## src/rtl/tmr_router_pkg.sv

```systemverilog
package tmr_router_pkg;

  localparam int MAX_CORES = 4;
  localparam int OFF_BITS  = 5;
  localparam int DATA_W    = 32;

  localparam int CTRL_EN_BIT   = 0;
  localparam int CTRL_AUTO_BIT = 1;
  localparam int CTRL_PRE_LO   = 8;
  localparam int PRE_W         = 8;

  typedef enum logic [1:0] {
    REG_RELOAD = 2'd0,
    REG_COUNT  = 2'd1,
    REG_CTRL   = 2'd2,
    REG_STATUS = 2'd3
  } regSel_e;

  typedef struct packed {
    logic [MAX_CORES-1:0] sel;
    logic                 wr;
    logic                 rd;
    logic                 regHit;
    regSel_e              regSel;
    logic                 err;
  } strobe_t;

endpackage

```

## src/rtl/tmr_unit.sv

```systemverilog
module tmr_unit
  import tmr_router_pkg::*;
(
  input  logic              clk,
  input  logic              rstN,
  input  logic              acc,
  input  logic              wr,
  input  logic              regHit,
  input  regSel_e           regSel,
  input  logic [DATA_W-1:0] wdata,
  output logic [DATA_W-1:0] rdata,
  output logic              irq
);

  logic [DATA_W-1:0] reloadQ, countQ;
  logic [PRE_W-1:0]  prescQ, prcQ;
  logic              enQ, autoQ, statusQ;

  logic wrReload, wrCount, wrCtrl, wrStatus, progWr, running, tickNow, expire;

  assign wrReload = acc && wr && regHit && (regSel == REG_RELOAD);
  assign wrCount  = acc && wr && regHit && (regSel == REG_COUNT);
  assign wrCtrl   = acc && wr && regHit && (regSel == REG_CTRL);
  assign wrStatus = acc && wr && regHit && (regSel == REG_STATUS);
  assign progWr   = wrReload || wrCount || wrCtrl;
  assign running  = enQ && (countQ != '0);
  assign tickNow  = running && !progWr && (prcQ == prescQ);
  assign expire   = tickNow && (countQ == DATA_W'(1));

  always_ff @(posedge clk or negedge rstN) begin
    if (!rstN) begin
      reloadQ <= '0;
      countQ  <= '0;
      prescQ  <= '0;
      prcQ    <= '0;
      enQ     <= 1'b0;
      autoQ   <= 1'b0;
    end else if (wrReload) begin
      reloadQ <= wdata;
      countQ  <= wdata;
      prcQ    <= '0;
    end else if (wrCount) begin
      countQ <= wdata;
      prcQ   <= '0;
    end else if (wrCtrl) begin
      enQ    <= wdata[CTRL_EN_BIT];
      autoQ  <= wdata[CTRL_AUTO_BIT];
      prescQ <= wdata[CTRL_PRE_LO +: PRE_W];
      prcQ   <= '0;
      if (!enQ && wdata[CTRL_EN_BIT] && wdata[CTRL_AUTO_BIT] && (countQ == '0))
        countQ <= reloadQ;
    end else if (running) begin
      if (prcQ == prescQ) begin
        prcQ <= '0;
        if (countQ == DATA_W'(1)) countQ <= autoQ ? reloadQ : '0;
        else                      countQ <= countQ - DATA_W'(1);
      end else begin
        prcQ <= prcQ + PRE_W'(1);
      end
    end
  end

  always_ff @(posedge clk or negedge rstN) begin
    if (!rstN)                        statusQ <= 1'b0;
    else if (expire)                  statusQ <= 1'b1;
    else if (wrStatus && wdata[0])    statusQ <= 1'b0;
  end

  always_comb begin
    rdata = '0;
    if (regHit) begin
      unique case (regSel)
        REG_RELOAD: rdata = reloadQ;
        REG_COUNT:  rdata = enQ ? countQ : '0;
        REG_CTRL: begin
          rdata[CTRL_EN_BIT]            = enQ;
          rdata[CTRL_AUTO_BIT]          = autoQ;
          rdata[CTRL_PRE_LO +: PRE_W]   = prescQ;
        end
        REG_STATUS: rdata[0] = statusQ;
      endcase
    end
  end

  assign irq = statusQ;

  // flag stays set until a write of 1 to status bit 0
  p_irq_sticky_r10: assert property (@(posedge clk) disable iff (!rstN)
    (irq && !(wrStatus && wdata[0])) |=> irq);

  // a stopped timer keeps its count unless software writes it
  p_frozen_count_r7: assert property (@(posedge clk) disable iff (!rstN)
    (!enQ && !progWr) |=> $stable(countQ));

  // an expiry raises the interrupt on the next cycle
  p_expire_raises_r8: assert property (@(posedge clk) disable iff (!rstN)
    expire |=> irq);

  // a one-shot expiry leaves the count at zero
  p_oneshot_stop_r9: assert property (@(posedge clk) disable iff (!rstN)
    (expire && !autoQ) |=> (countQ == '0));

endmodule

```

## src/rtl/route_ctrl.sv

```systemverilog
module route_ctrl
  import tmr_router_pkg::*;
#(
  parameter int NUM_CORES = 4,
  parameter int ADDR_W    = 8
) (
  input  logic              clk,
  input  logic              rstN,
  input  logic              reqValid,
  input  logic              reqWrite,
  input  logic [ADDR_W-1:0] reqAddr,
  input  logic [3:0]        reqBe,
  input  logic [1:0]        reqCore,
  output strobe_t           strb
);

  localparam int WIN_W = ADDR_W - OFF_BITS;

  logic [WIN_W-1:0]    win;
  logic [OFF_BITS-1:0] off;
  logic                sizeBad, winMiss, aliasBad, errNow, okNow;
  logic [1:0]          tgt;

  assign win      = reqAddr[ADDR_W-1:OFF_BITS];
  assign off      = reqAddr[OFF_BITS-1:0];
  assign sizeBad  = (reqBe != 4'hF) || (off[1:0] != 2'b00);
  assign winMiss  = int'(win) > NUM_CORES;
  assign aliasBad = (win == '0) && (int'(reqCore) >= NUM_CORES);
  assign errNow   = reqValid && (sizeBad || winMiss || aliasBad);
  assign okNow    = reqValid && !errNow;
  assign tgt      = (win == '0) ? reqCore : 2'(win - WIN_W'(1));

  always_comb begin
    strb        = '0;
    strb.err    = errNow;
    strb.wr     = okNow && reqWrite;
    strb.rd     = okNow && !reqWrite;
    strb.regHit = !off[OFF_BITS-1];
    strb.regSel = regSel_e'(off[3:2]);
    for (int k = 0; k < MAX_CORES; k++) begin
      strb.sel[k] = okNow && (k < NUM_CORES) && (tgt == 2'(k));
    end
  end

  // at most one timer is selected per access
  p_one_target_r3: assert property (@(posedge clk) disable iff (!rstN)
    $onehot0(strb.sel));

  // an error request selects nothing
  p_err_no_sel_r6: assert property (@(posedge clk) disable iff (!rstN)
    strb.err |-> (strb.sel == '0));

  // the alias window follows the requesting core
  p_alias_route_r3: assert property (@(posedge clk) disable iff (!rstN)
    (reqValid && (win == '0) && !strb.err) |-> strb.sel[reqCore]);

  // fixed windows ignore the requester
  p_direct_route_r4: assert property (@(posedge clk) disable iff (!rstN)
    (reqValid && (win != '0) && !strb.err) |-> strb.sel[2'(win - WIN_W'(1))]);

endmodule

```

## src/rtl/route_dp.sv

```systemverilog
module route_dp
  import tmr_router_pkg::*;
#(
  parameter int NUM_CORES = 4
) (
  input  logic                 clk,
  input  logic                 rstN,
  input  strobe_t              strb,
  input  logic [DATA_W-1:0]    reqWdata,
  output logic [DATA_W-1:0]    rspData,
  output logic                 rspErr,
  output logic [NUM_CORES-1:0] irq
);

  logic [DATA_W-1:0] rdArr [NUM_CORES];
  logic [DATA_W-1:0] rdMux;

  for (genvar k = 0; k < NUM_CORES; k++) begin : g_tmr
    tmr_unit u_tmr (
      .clk    (clk),
      .rstN   (rstN),
      .acc    (strb.sel[k]),
      .wr     (strb.wr),
      .regHit (strb.regHit),
      .regSel (strb.regSel),
      .wdata  (reqWdata),
      .rdata  (rdArr[k]),
      .irq    (irq[k])
    );
  end

  always_comb begin
    rdMux = '0;
    for (int k = 0; k < NUM_CORES; k++) begin
      if (strb.sel[k]) rdMux = rdMux | rdArr[k];
    end
  end

  always_ff @(posedge clk or negedge rstN) begin
    if (!rstN) begin
      rspData <= '0;
      rspErr  <= 1'b0;
    end else begin
      rspData <= strb.rd ? rdMux : '0;
      rspErr  <= strb.err;
    end
  end

  // an error response carries no data
  p_err_zero_data_r6: assert property (@(posedge clk) disable iff (!rstN)
    rspErr |-> (rspData == '0));

  // no read accepted means a zero response next cycle
  p_idle_zero_r2: assert property (@(posedge clk) disable iff (!rstN)
    !strb.rd |=> (rspData == '0));

  // the error pulse lasts one cycle unless a new error arrives
  p_err_pulse_r6: assert property (@(posedge clk) disable iff (!rstN)
    !strb.err |=> !rspErr);

endmodule

```

## src/rtl/banked_timer_router.sv

```systemverilog
module banked_timer_router
  import tmr_router_pkg::*;
#(
  parameter int NUM_CORES = 4,
  parameter int ADDR_W    = 8
) (
  input  logic                 clk,
  input  logic                 rstN,
  input  logic                 reqValid,
  input  logic                 reqWrite,
  input  logic [ADDR_W-1:0]    reqAddr,
  input  logic [3:0]           reqBe,
  input  logic [1:0]           reqCore,
  input  logic [DATA_W-1:0]    reqWdata,
  output logic [DATA_W-1:0]    rspData,
  output logic                 rspErr,
  output logic [NUM_CORES-1:0] irq
);

  localparam int MIN_ADDR_W = OFF_BITS + $clog2(NUM_CORES + 1);

  if (NUM_CORES < 1 || NUM_CORES > MAX_CORES || ADDR_W < MIN_ADDR_W) begin : g_badCfg
    initial $fatal(1, "banked_timer_router: core count must be 1..4 and address wide enough");
  end

  strobe_t strb;

  route_ctrl #(.NUM_CORES(NUM_CORES), .ADDR_W(ADDR_W)) u_ctrl (
    .clk      (clk),
    .rstN     (rstN),
    .reqValid (reqValid),
    .reqWrite (reqWrite),
    .reqAddr  (reqAddr),
    .reqBe    (reqBe),
    .reqCore  (reqCore),
    .strb     (strb)
  );

  route_dp #(.NUM_CORES(NUM_CORES)) u_dp (
    .clk      (clk),
    .rstN     (rstN),
    .strb     (strb),
    .reqWdata (reqWdata),
    .rspData  (rspData),
    .rspErr   (rspErr),
    .irq      (irq)
  );

endmodule

```

## config.mk

```make
export PLATFORM = sky130hd
export DESIGN_NAME = banked_timer_router
export DESIGN_NICKNAME = d
export VERILOG_FILES = /design/src/rtl/tmr_router_pkg.sv /design/src/rtl/tmr_unit.sv /design/src/rtl/route_ctrl.sv /design/src/rtl/route_dp.sv /design/src/rtl/banked_timer_router.sv
export SDC_FILE = /design/constraint.sdc
export NUM_CORES = 1
export LEC_CHECK = 0
export ABC_CLOCK_PERIOD_IN_PS = 3800
export CORE_MARGIN = 2
export CORE_UTILIZATION = 44
export CTS_BUF_LIST = sky130_fd_sc_hd__clkbuf_16
export CTS_CLUSTER_SIZE = 10
export DETAILED_ROUTE_END_ITERATION = 10
export DONT_BUFFER_PORTS = 1
export PLACE_DENSITY_LB_ADDON = 0.05
export SYNTH_ARGS = -nofsm -noshare
export SYNTH_HDL_FRONTEND = slang
export SYNTH_SLANG_ARGS = --single-unit
```

## constraint.sdc

```tcl
create_clock -name clk -period 3.8 [get_ports clk]
set_input_delay 0.57 -clock clk [delete_from_list [all_inputs] [get_ports clk]]
set_output_delay 0.57 -clock clk [all_outputs]
set_load 0.03 [all_outputs]
```

-- Word-level counts from Yosys, hierarchy flattened
Index checks and enable logic that the tools add are counted.
- equal/unequal tests: 19
- magnitude comparators: 1
- reduce and logical (&&, ||, !) cells: 117
- bitwise gates (word level): 11
- add/sub/neg operators: 9
- mux-type cells: 94
- operator list (kind ; count):
    $mux 32 ; 45
    $mux 8 ; 20
    $eq 32x1->1 const B ; 4
    $logic_not 32->1 ; 4
    $pmux 16 s2 ; 4
    $reduce_bool 32->1 ; 4
    $sub 32x1->32 const B ; 4
    $or 32x32->32 ; 3
    $pmux 8 s3 ; 4
    $logic_and 1x1->1 ; 64
    $pmux 6 s2 ; 4
    $add 8x1->8 const B ; 4
    $eq 8x8->1 ; 4
    $reduce_bool 4->1 ; 8
    $reduce_and 3->1 ; 8
    $ne 4x3->1 const B ; 4
    $pmux 1 s4 ; 4
    $pmux 1 s3 ; 4
    $logic_not 1->1 ; 11
    $logic_or 1x1->1 ; 10
    $reduce_bool 2->1 ; 5
    $eq 2x2->1 const B ; 4
    $mux 1 ; 8
    $not 1->1 ; 8
    7 further kinds ; 9
- output and inout bits: 37
- register bits after elaboration: 365
- input port bits: 50
- logic and storage cells: 281

-- Longest topological paths before layout
Gate-level depths: netlist of the first run.
- word-level depth: 17
- depth in mapped cells: 12
- depth with buffers taken out: 9

-- Hierarchy
From an unflattened synthesis of the first run, not the netlist that was laid out.
- cells, all modules: 2436
- area total of the unflattened synthesis: 23159.7 sq um
- modules (own cells, without submodules) (module ; times used ; seq. area each (sq um) ; cells each ; area each (sq um)):
    tmr_unit (u_dp.g_tmr[1].u_tmr ...) ; 2 ; 2077.0 ; 574 ; 5479.0
    tmr_unit (u_dp.g_tmr[0].u_tmr) ; 1 ; 2077.0 ; 571 ; 5188.7
    tmr_unit (u_dp.g_tmr[3].u_tmr) ; 1 ; 2077.0 ; 547 ; 5165.0
    route_dp ; 1 ; 825.8 ; 144 ; 1655.3
    route_ctrl ; 1 ; 0.0 ; 26 ; 192.7

-- Least setup slack after synthesis of the first run
No wires, ideal clock.
- path type: input-to-reg
- from: input reqAddr[5]
- to: register u_dp.g_tmr[0].u_tmr.countQ[10]
- library setup time: 129 ps
- setup slack: 847 ps
- stages on the path: 11
- required time: 3671 ps
- path buffers: 2
- arrival: 2824 ps
- path through: inv_1 ha_1 nor4b_1 a31oi_1 nor3_1 clkbuf_1 a311o_1 clkbuf_1 nor2_1 a221oi_1 o21ai_0
- cells in the longest elaborated chain, start to end: 12
- elaborated cells on any way between the ends: 23
- classes of those cells: add/sub: 1; order compare: 1; eq/ne: 1; mux: 4; reduce/logical: 16
- ends and longest elaborated chain (what ; RTL line ; text):
    start, declared ; banked_timer_router.sv:11 ; input logic [ADDR_W-1:0] reqAddr,
    $gt 3x3->1 ; route_ctrl.sv:27 ; assign winMiss = int'(win) > NUM_CORES;
    $logic_or 1x1->1 ; route_ctrl.sv:29 ; assign errNow = reqValid && (sizeBad || winMiss || aliasBad);
    $logic_and 1x1->1 ; route_ctrl.sv:29 ;
    $logic_not 1->1 ; route_ctrl.sv:30 ; assign okNow = reqValid && !errNow;
    $logic_and 1x1->1 ; route_ctrl.sv:30 ;
    $logic_and 1x1->1 (on tied branches) ; route_ctrl.sv:41, route_ctrl.sv:36 ;
    $logic_and 1x1->1 * (2 in series) ; tmr_unit.sv:21, tmr_unit.sv:22, tmr_unit.sv:23 ;
    $logic_and 1x1->1 ; tmr_unit.sv:23 ; assign wrCtrl = acc && wr && regHit && (regSel == REG_CTRL);
    $mux 32 ; tmr_unit.sv:45 ; end else if (wrCtrl) begin
    $mux 32 ; tmr_unit.sv:42 ; end else if (wrCount) begin
    $mux 32 ; tmr_unit.sv:38 ; end else if (wrReload) begin
    end signal, assigned ; tmr_unit.sv:40 ; countQ <= wdata;
    end signal, assigned ; tmr_unit.sv:43 ; countQ <= wdata;
    end signal, assigned ; tmr_unit.sv:51 ; countQ <= reloadQ;
    end, declared ; tmr_unit.sv:15 ; logic [DATA_W-1:0] reloadQ, countQ;
Mark *: on every way between the ends. The rest lies on a longest branch, timed or not.
A chain may end at the register's enable or synchronous reset.

-- Final worst setup path of the first run
- from: register u_dp.g_tmr[2].u_tmr.countQ[24]
- to: register u_dp.g_tmr[2].u_tmr.countQ[25]
- cells in the longest elaborated chain, start to end: 7
- elaborated cells on any way between the ends: 15
- classes of those cells: add/sub: 1; eq/ne: 2; mux: 6; reduce/logical: 6
- ends and longest elaborated chain (what ; RTL line ; text):
    start, declared ; tmr_unit.sv:15 ;
    start signal, assigned ; tmr_unit.sv:40 ;
    start signal, assigned ; tmr_unit.sv:43 ;
    start signal, assigned ; tmr_unit.sv:51 ;
    $sub 32x1->32 or $eq 32x1->1 (tied branches) ; tmr_unit.sv:56, tmr_unit.sv:55 ;
    $mux 32 ; tmr_unit.sv:55 ; if (countQ == DATA_W'(1)) countQ <= autoQ ? reloadQ : '0;
    $mux 32 ; tmr_unit.sv:53 ; if (prcQ == prescQ) begin
    $mux 32 ; tmr_unit.sv:52 ; end else if (running) begin
    $mux 32 ; tmr_unit.sv:45 ;
    $mux 32 ; tmr_unit.sv:42 ;
    $mux 32 ; tmr_unit.sv:38 ;
Several ways; a longest one is shown, not always the timed one. The select of a mux whose other input is x is not followed.

==> results of run 1 <==
cells by family after synthesis:
family          after synthesis
simple gates                736
compound gates              668
flops                       365
mux                         205
buf+inv                     199
xor+xnor                    111
fa+ha+maj                    17
where the power goes:
part / total [mW] / switching, mW / internal, mW
sequential: 4.37 / 0.289 / 4.08
combinational: 2.15 / 1.27 / 0.877
clock: 4.14 / 1.72 / 2.41
total: 10.7 / 3.28 / 7.37
cell usage after synthesis (6+ instances only):
master | number | area share
dfrtp_1 | 365 | 0.42
nor2_1 | 218 | 0.038
o21ai_0 | 189 | 0.044
nand2_1 | 176 | 0.031
mux2_2 | 166 | 0.087
clkbuf_1 | 143 | 0.025
a22oi_1 | 91 | 0.032
a221oi_1 | 76 | 0.031
nor3_1 | 75 | 0.017
xor2_1 | 64 | 0.026
a21oi_1 | 60 | 0.014
o22ai_1 | 59 | 0.017
o31ai_1 | 49 | 0.017
xnor2_1 | 47 | 0.019
nor4_1 | 44 | 0.013
nand3_1 | 42 | 0.0098
mux2i_1 | 39 | 0.018
o21ai_1 | 39 | 0.0091
a211oi_1 | 28 | 0.0098
and3_1 | 28 | 0.0081
or3_1 | 28 | 0.0081
inv_1 | 20 | 0.0035
ha_1 | 17 | 0.0099
buf_2 | 16 | 0.0037
nand2b_1 | 13 | 0.0038
nand4_1 | 13 | 0.0038
or4_1 | 13 | 0.0045
and2_1 | 12 | 0.0035
buf_1 | 11 | 0.0019
nor3b_1 | 11 | 0.0038
o31ai_2 | 9 | 0.0052
or2_2 | 9 | 0.0026
a221o_1 | 8 | 0.0037
or3b_2 | 8 | 0.0033
a21o_1 | 7 | 0.0024
nor2_2 | 7 | 0.0020
nor2b_1 | 7 | 0.0020
a22o_1 | 6 | 0.0024
nor4b_1 | 6 | 0.0024
worst paths after layout:
check	depth (start not counted)	from	end
worst max-delay path	7	u_dp.g_tmr[2].u_tmr.countQ[24]	u_dp.g_tmr[2].u_tmr.countQ[25]
worst min-delay path	0	rstN	u_dp.g_tmr[2].u_tmr.countQ[22]
worst max register to register	7	u_dp.g_tmr[2].u_tmr.countQ[24]	u_dp.g_tmr[2].u_tmr.countQ[25]
worst min register to register	1	u_dp.g_tmr[0].u_tmr.reloadQ[11]	u_dp.g_tmr[0].u_tmr.reloadQ[11]
max in group asynchronous	0	rstN	u_dp.g_tmr[1].u_tmr.countQ[19]
min in group clk	2	reqWdata[28]	u_dp.g_tmr[0].u_tmr.countQ[28]
cell usage in the layout, fill, tap and decap left out, types with 7 or more instances in the layout:
cell type / count
a211oi_1: 28
a21o_1: 7
a21oi_1: 60
a221o_1: 8
a221oi_1: 76
a22oi_1: 91
and2_1: 12
and3_1: 28
buf_12: 11
buf_4: 78
clkbuf_16: 49
clkinv_1: 10
dfrtp_1: 365
ha_1: 17
inv_1: 28
mux2_2: 166
mux2i_1: 39
nand2_1: 176
nand2b_1: 13
nand3_1: 40
nand4_1: 13
nor2_1: 213
nor2_2: 10
nor3_1: 69
nor3b_1: 11
nor4_1: 44
o21ai_0: 189
o21ai_1: 39
o22ai_1: 58
o31ai_1: 48
o31ai_2: 9
or2_2: 9
or3_1: 28
or3b_2: 8
or4_1: 13
xnor2_1: 47
xor2_1: 64
metal layers:
metal	vias up	global-route usage	routed length, microns
met5	-	0	0
met4	0	0.104	2560
met3	128	0.0382	4980
met2	732	0.521	37900
met1	9664	0.449	36000
li1	8516	-	-
metrics by stage:
step | utilization | instance area (sq um) | std cells | hold WS (ps) | power (mW)
2_1_floorplan | - | 21500 | 2301 | 274 | 6.01
3_3_place_gp | 0.462 | 22500 | 2833 | 290 | 6.50
3_5_place_dp | 0.462 | 22500 | 2833 | 293 | 6.53
4_1_cts | 0.490 | 23800 | 2905 | -328 | 10.7
5_1_grt | 0.490 | 23800 | 2905 | -311 | 11.1
6_report | 0.490 | 23800 | 2907 | -291 | 10.7
flip-flops by register name, indices dropped and copies added, names as in the netlist:
| register | cells |
|---|---|
| u_dp.g_tmr.u_tmr.countQ | 128 |
| u_dp.g_tmr.u_tmr.reloadQ | 128 |
| u_dp.g_tmr.u_tmr.prcQ | 32 |
| u_dp.g_tmr.u_tmr.prescQ | 32 |
| u_dp.rspData | 32 |
| u_dp.g_tmr.u_tmr.autoQ | 4 |
| u_dp.g_tmr.u_tmr.enQ | 4 |
| u_dp.g_tmr.u_tmr.irq | 4 |
| u_dp.rspErr | 1 |
layout make-up:
class,instances,area share
diodes,2,0.000210
clock buffers,49,0.0514
clock inverters,23,0.00598
inverters,20,0.00315
multi-input cells,1737,0.490
flip-flops and latches,365,0.383
well taps,622,0.0326
repair buffers,89,0.0338
==> flow_metrics.tcl, run 1 <==
set metrics [dict create \
    syn_area_per_cell_sq_um 9.35 \
    cts_sinks 365 \
    rsz0062_at_grt "no" \
    drive_gt1_frac 0.164 \
    fmax_ghz 0.296 \
    io_buffers 0 \
    grt_pass1_wl_microns 121000 \
    regArea_sq_um 9130 \
    wl_microns 81500 \
    synth_xor_area_frac 0.0452 \
    ys_types 78 \
    leakage_nw 10.5 \
    synth_edf_count 0 \
    crit_chain "or4_1, nor4_1, or4b_1, o22ai_2, buf_4, a221oi_1, o31ai_1" \
    htreeDepth 2 \
    power.density_nw_per_um2 447 \
    die_h_microns 225 \
    drt.antenna.violating_nets 0 \
    vias_per_cell 6.55 \
    final_nets 2326 \
    cts_made_buffers 46 \
    crit_arrival_ps 3850 \
    multi_input_area_sq_um 11700 \
    path_clk_slew_ps 50 \
    final-hold-violation-count 365 \
    crit_buf_inv 1 \
    synth_seq_cells 365 \
    gp_congestion 0.967 \
    ys.warnings.count 0 \
    pre_cts_slack_ps 455 \
    design.core.area_sq_um 48600 \
    drv_cap 0 \
    grt_overflow_total 0 \
    critPathMaxFanout 32 \
    hold_path.class "in2async" \
    cts_setup_buffers 0 \
    fin_hold_ws_ps -291 \
    synth_top_family_by_area "compound AO/OA/AOI/OAI gates" \
    grt_pass1_vias 18200 \
    cts_root_buf "clkbuf_16" \
    fin_crit_sh 0.889 \
    maxSlewHeadroom 0.154 \
    failed_checks "negative hold slack" \
    critical_path_class "reg2reg" \
    fillCellCount 4610 \
    cts_resized 0 \
    crit_path_top_delay_cell "or4_1" \
    antenna_found_initial 1 \
    die_x_microns 225 \
    grt_max_degree 366 \
    crit_path_end_kind "register" \
    ys_seq_area_frac 0.424 \
    cts_tree "done" \
    wl_per_cell_microns 28.0 \
    via_count 19000 \
    status "finished with violations" \
    synthSimpleGateAreaFrac 0.169 \
    clock_latency_ps 590 \
    clockBufferDepth 3 \
    die-area_sq_um 50700 \
    io_pins 87 \
    tightest_slew_ps 1270 \
    start_util 0.442 \
    setup_viol 0 \
    ir_drop_mv 0.353 \
    required_ps 4270 \
    start_kind "register" \
    worst_clock_skew_ps 22.9 \
    hpwl_microns 57300 \
    cp_top_family "simple AND/OR/NAND/NOR gates" \
    synth_async_sr_flop_share 1.00 \
    synth_mux_area_frac 0.105 \
    synth_fa_ha_area_frac 0.00988 \
    synth_flop_cell "dfrtp_1" \
    synth_area_sq_um 21500 \
    drt_iter0_drc 2002 \
    final.setup.worst_slack_ps 422 \
    critPathMaxStageDelay_ps 630 \
    grt.total_usage 0.322 \
    synth_compound_area_frac 0.208 \
    placementRows 81 \
    drc 0 \
    final.setup.tns_ps 0 \
    syn_nets 2368 \
    first_pass_iters 5 \
    drv_slew 0 \
    min_period_ps 3380 \
    area_growth_syn_to_layout_pct 10.8 \
    rrSetupSlack_ps 420 \
    syn_inst 2301 \
]
No activity file was read; power rests on OpenSTA's default activity.
==> inputs of run 2 (changes only) <==
Settings changed: ABC_CLOCK_PERIOD_IN_PS 3800 to 3500, CORE_UTILIZATION 44 to 50, HOLD_SLACK_MARGIN from default to 0.06.
Clock period 3.8 ns to 3.5 ns, I/O delays scaled along.
==> run 2 against run 1 <==
  * The flow finishes with violations (negative hold slack, max-slew violations)
  * Sequential share of layout area about the same
  * Hold slack got worse by 70 ps
  * Largest cell class unchanged
  * Final cell count decreased by 1.8%
  * Largest power group unchanged
  * First-iteration DRC count increased by 7.8%
==> flow_metrics.tcl, run 2 (same netlist as run 1, synthesis figures left out) <==
set metrics [dict create \
    hold_path.class "in2async" \
    ir_drop_mv 0.399 \
    grt_max_degree 366 \
    clock_latency_ps 590 \
    crit_path_end_kind "register" \
    cts_resized 0 \
    holdBufCountCts 14 \
    path_clk_slew_ps 60 \
    p_sw_mw 3.58 \
    final_nets 2354 \
    wl_per_cell_microns 28.6 \
    drc 0 \
    crit_path_top_delay_cell "or2_1" \
    critical_path_class "reg2reg" \
    fin_hold_ws_ps -361 \
    via_count 19300 \
    drv_slew 39 \
    fmax_ghz 0.296 \
    cts_root_buf "clkbuf_16" \
    grt.total_usage 0.365 \
    critPathMaxFanout 14 \
    crit_buf_inv 0 \
    power.density_nw_per_um2 481 \
    area_growth_syn_to_layout_pct 10.8 \
    final-hold-violation-count 365 \
    crit_chain "or4_1, or4b_1, or4_4, nor4_4, or2_1, nor2_1, o31ai_1" \
    final_common_cell "dfrtp_1" \
    pwr-share-clk 0.375 \
    gp_congestion 0.930 \
    cts_sinks 365 \
    required_ps 3980 \
    failed_checks "negative hold slack, max-slew violations" \
    tightest_slew_ps 1540 \
    vias_per_cell 6.75 \
    htreeDepth 2 \
    io_pins 87 \
    die-area_sq_um 44700 \
    first_pass_iters 6 \
    drt_iter0_drc 2159 \
    final.setup.worst_slack_ps 123 \
    internal_power_mw 7.90 \
    fillCellCount 3913 \
    io_buffers 0 \
    placementRows 76 \
    cts_made_buffers 45 \
    grt_overflow_total 0 \
    die_x_microns 211 \
    place_inst 2772 \
    pre_cts_slack_ps 195 \
    pwr-share-comb 0.212 \
    crit_arrival_ps 3860 \
    maxSlewHeadroom -0.0273 \
    final_cell_mix "dfrtp_1 (365), nor2_1 (213), o21ai_0 (189)" \
    drt.antenna.violating_nets 0 \
    drv_cap 0 \
    stdcell_count 2856 \
    wl_microns 81600 \
    design.core.area_sq_um 42800 \
    cp_top_family "simple AND/OR/NAND/NOR gates" \
    die_h_microns 211 \
    antenna_cells 0 \
    drive_gt1_frac 0.167 \
    antenna_found_initial 4 \
    clockBufferDepth 3 \
    hpwl_microns 56800 \
    cts_tree "done" \
    swShare 0.312 \
    start_util 0.503 \
    critPathMaxStageDelay_ps 710 \
    power_frac_seq 0.414 \
    grt_pass1_vias 18700 \
    cts_setup_buffers 0 \
    final.setup.tns_ps 0 \
    start_kind "register" \
    fin_crit_sh 0.965 \
    grt_pass1_wl_microns 121000 \
    reg_top3 "u_dp.g_tmr.u_tmr.countQ: 128 flops, u_dp.g_tmr.u_tmr.reloadQ: 128 flops" \
    status "finished with violations" \
    worst_clock_skew_ps 28.6 \
    rsz0062_at_grt "no" \
    min_period_ps 3380 \
    setup_viol 0 \
    leakage_nw 10.5 \
]
[run 2: final cells by class]
type | count | area (sq um) | area share
multi-input cells | 1737 | 11700 | 0.489
flip-flops and latches | 365 | 9130 | 0.383
clock buffers | 47 | 1180 | 0.0493
repair buffers | 118 | 996 | 0.0418
well taps | 546 | 683 | 0.0286
clock inverters | 23 | 119 | 0.00498
inverters | 20 | 75.1 | 0.00315
[run 2: final timing paths]
kind                                                      from                         endpoint  slack [ps]  cells after the start
max in group asynchronous                                 rstN    u_dp.g_tmr[0].u_tmr.countQ[3]        2620                      0
worst max-delay path            u_dp.g_tmr[0].u_tmr.countQ[28]   u_dp.g_tmr[0].u_tmr.countQ[24]         120                      7
worst min-delay path                                      rstN  u_dp.g_tmr[2].u_tmr.reloadQ[27]        -360                      0
worst max register to register  u_dp.g_tmr[0].u_tmr.countQ[28]   u_dp.g_tmr[0].u_tmr.countQ[24]         120                      7
min in group clk                                  reqWdata[17]  u_dp.g_tmr[3].u_tmr.reloadQ[17]          80                      1
worst min register to register  u_dp.g_tmr[0].u_tmr.reloadQ[1]   u_dp.g_tmr[0].u_tmr.reloadQ[1]         530                      1
[run 2: layer usage]
metal	vias to the layer above	global-route usage	routed length, microns	part of all wire
met5	-	0	0	0
met4	0	0.138	3160	0.039
met3	164	0.0694	6540	0.080
met2	876	0.578	37500	0.46
met1	9686	0.498	34400	0.42
li1	8540	-	-	-
[run 2: power by group through the flow]
| stage | logic (mW) | registers, mW | clock network [mW] |
|---|---|---|---|
| 6_report | 2.43 | 4.75 | 4.30 |
| 3_5_place_dp | 2.36 | 4.81 | 0 |
| 3_3_place_gp | 2.34 | 4.80 | 0 |
| 4_1_cts | 2.39 | 4.74 | 4.37 |
| 5_1_grt | 2.68 | 4.78 | 4.55 |
| 2_1_floorplan | 1.84 | 4.69 | 0 |
[run 2: per-stage QoR]
| step | util | area, sq um | power, mW | hold WS, ps |
|---|---|---|---|---|
| global placement | 0.524 | 22400 | 7.15 | 237 |
| global route | 0.557 | 23900 | 12.0 | -386 |
| CTS | 0.557 | 23900 | 11.5 | -388 |
| finish | 0.557 | 23900 | 11.5 | -361 |
| floorplan | - | 21500 | 6.53 | 229 |
| detailed placement | 0.524 | 22400 | 7.17 | 237 |
==> inputs of run 3 (changes only) <==
Settings changed: GPL_TIMING_DRIVEN from default to 0, PLACE_DENSITY from default to 0.66, PLACE_DENSITY_LB_ADDON 0.05 to default.
==> run 3 against run 2 <==
  * The run ends with negative hold slack, negative setup slack left
  * First-iteration DRC count grew 46%
  * Hold slack got worse by 7.5 ps
  * Final cell count rose by 2.0%
  * Count of clock-buffer cells in the layout is 2 lower
  * Maximum frequency shrank 4.5%
  * Register-to-register slack lost 20 ps
  * Highest routed layer is now met5
==> flow_metrics.tcl, run 3 (same netlist as run 1, synthesis figures left out) <==
set metrics [dict create \
    status "finished with violations" \
    failed_checks "negative hold slack, negative setup slack" \
    maxSlewHeadroom 0.0634 \
    grt_overflow_total 0 \
    reg2reg_depth 10 \
    fin_hold_ws_ps -368 \
    gp_congestion 1.09 \
    die_x_microns 211 \
    wl_microns 95100 \
    reg_top3 "u_dp.g_tmr.u_tmr.countQ: 128 flops, u_dp.g_tmr.u_tmr.reloadQ: 128 flops" \
    min_period_ps 3540 \
    crit_end "u_dp.rspData[16]" \
    final_common_cell "dfrtp_1" \
    fin_crit_sh 1.01 \
    fillCellCount 3965 \
    worst_clock_skew_ps 28.3 \
    reg2reg_from "u_dp.g_tmr[0].u_tmr.countQ[8]" \
    power.density_nw_per_um2 482 \
    io_pins 87 \
    final_nets 2418 \
    multi_input_area_sq_um 11700 \
    crit_path_end_kind "register" \
    grt_max_degree 366 \
    clockBufferDepth 3 \
    cts_root_buf "clkbuf_16" \
    r2r_end "u_dp.g_tmr[0].u_tmr.countQ[6]" \
    design.core.area_sq_um 42800 \
    critical_path_class "in2reg" \
    clock_latency_ps 590 \
    ir_drop_mv 0.383 \
    die_h_microns 211 \
    required_ps 3980 \
    drc 0 \
    drt_iter0_drc 3147 \
    design_power_total_mw 11.4 \
    first_pass_iters 8 \
    cts_tree "done" \
    cts_sinks 365 \
    hold_path.class "in2async" \
    leakage_nw 10.3 \
    grt.total_usage 0.425 \
    drv_slew 0 \
    stdcell_area_sq_um 23600 \
    rsz0062_at_grt "yes" \
    start_util 0.503 \
    grt_pass1_vias 19300 \
    vias_per_cell 7.12 \
    drt.antenna.violating_nets 0 \
    area_growth_syn_to_layout_pct 9.61 \
    htreeDepth 2 \
    tightest_slew_ps 1400 \
    via_count 20700 \
    postPlaceCellArea_sq_um 22200 \
    cts_made_buffers 43 \
    final-hold-violation-count 365 \
    placementRows 76 \
    fmax_ghz 0.283 \
    final_cell_mix "dfrtp_1 (365), nor2_1 (218), o21ai_0 (189)" \
    start_kind "primary input" \
    holdBufCountCts 4 \
    pre_cts_slack_ps -916 \
    fin_util 0.551 \
    drv_cap 0 \
    critPathMaxFanout 10 \
    rrSetupSlack_ps 100 \
    setup_viol 1 \
    wl_per_cell_microns 32.7 \
    final.setup.worst_slack_ps -37.6 \
    drive_gt1_frac 0.136 \
    antenna_found_initial 13 \
    regArea_sq_um 9130 \
    io_buffers 0 \
    grt_pass1_wl_microns 137000 \
    startpoint "reqAddr[3]" \
    crit_arrival_ps 4020 \
    die-area_sq_um 44700 \
    hpwl_microns 67500 \
    path_clk_slew_ps 50 \
]
==> run 3: cell count changes in the layout (fill, tap and decap cells not counted), moves of 5 or more <==
cell / before / now
nor4_2: 0 / 6
buf_2: 0 / 16
dlygate4sd3_1: 14 / 4
nor4_1: 44 / 38
buf_4: 98 / 6
diode_2: 0 / 5
nor2_1: 213 / 218
clkbuf_1: 0 / 128
buf_1: 0 / 9
clkinv_1: 8 / 3
inv_1: 32 / 26
buf_12: 6 / 1
clkbuf_2: 0 / 14
==> run 3: what timing repair did <==
action | in CTS | in global routing
gates resized for setup | 11 | 36
setup endpoints to repair | 58 | 108
hold endpoints to repair | 369 | 365
pin swaps | 0 | 2
setup buffers | 0 | 2
==> run 3: worst min path at each step <==
stage	end	slack (ps)	cells after the start
finish	u_dp.g_tmr[2].u_tmr.countQ[28]	-370	0
detailed placement	u_dp.g_tmr[2].u_tmr.reloadQ[30]	250	0
CTS	u_dp.g_tmr[2].u_tmr.reloadQ[31]	-370	0
floorplan	u_dp.g_tmr[0].u_tmr.autoQ	230	0
global placement	u_dp.g_tmr[2].u_tmr.countQ[28]	250	0
global route	u_dp.g_tmr[2].u_tmr.reloadQ[31]	-370	0
==> run 3: layer usage <==
metal	routed length, microns	up-vias	global-route usage
li1	-	8680	-
met5	80	-	0
met1	38100	10300	0.583
met3	12400	292	0.139
met4	6510	12	0.249
met2	37900	1450	0.583
==> run 3: worst max-delay path, cell delays in order <==
cell and delay [ps]:
clkbuf_1 270, nor2b_1 820, and2_1 290, clkbuf_1 490, clkbuf_1 510, a22oi_1 280
o22ai_1 570, nor2_1 90, nor2_1 150
==> run 3: area by class of cell <==
class | count | share of cell area
Multi-Input combinational cell | 1737 | 0.495
Tap cell | 546 | 0.0290
Inverter | 20 | 0.00318
Clock inverter | 10 | 0.00164
Antenna cell | 5 | 0.000530
Buffer | 178 | 0.0330
Timing Repair Buffer | 6 | 0.00233
Sequential cell | 365 | 0.387
Clock buffer | 45 | 0.0477
==> run 3: power breakdown <==
| part | internal (mW) | total (mW) | switching [mW] |
|---|---|---|---|
| Sequential | 4.43 | 4.74 | 0.306 |
| Combinational | 0.971 | 2.59 | 1.62 |
| Clock | 2.26 | 4.05 | 1.80 |
| Total | 7.66 | 11.4 | 3.72 |
==> run 3: per-stage QoR <==
step	std cells	hold WS (ps)	TNS, ps
2_1_floorplan	2301	229	0
3_3_place_gp	2847	247	-74570
3_5_place_dp	2847	246	-72410
5_1_grt	2908	-374	-9.70
4_1_cts	2906	-372	0
6_report	2912	-368	-37.6
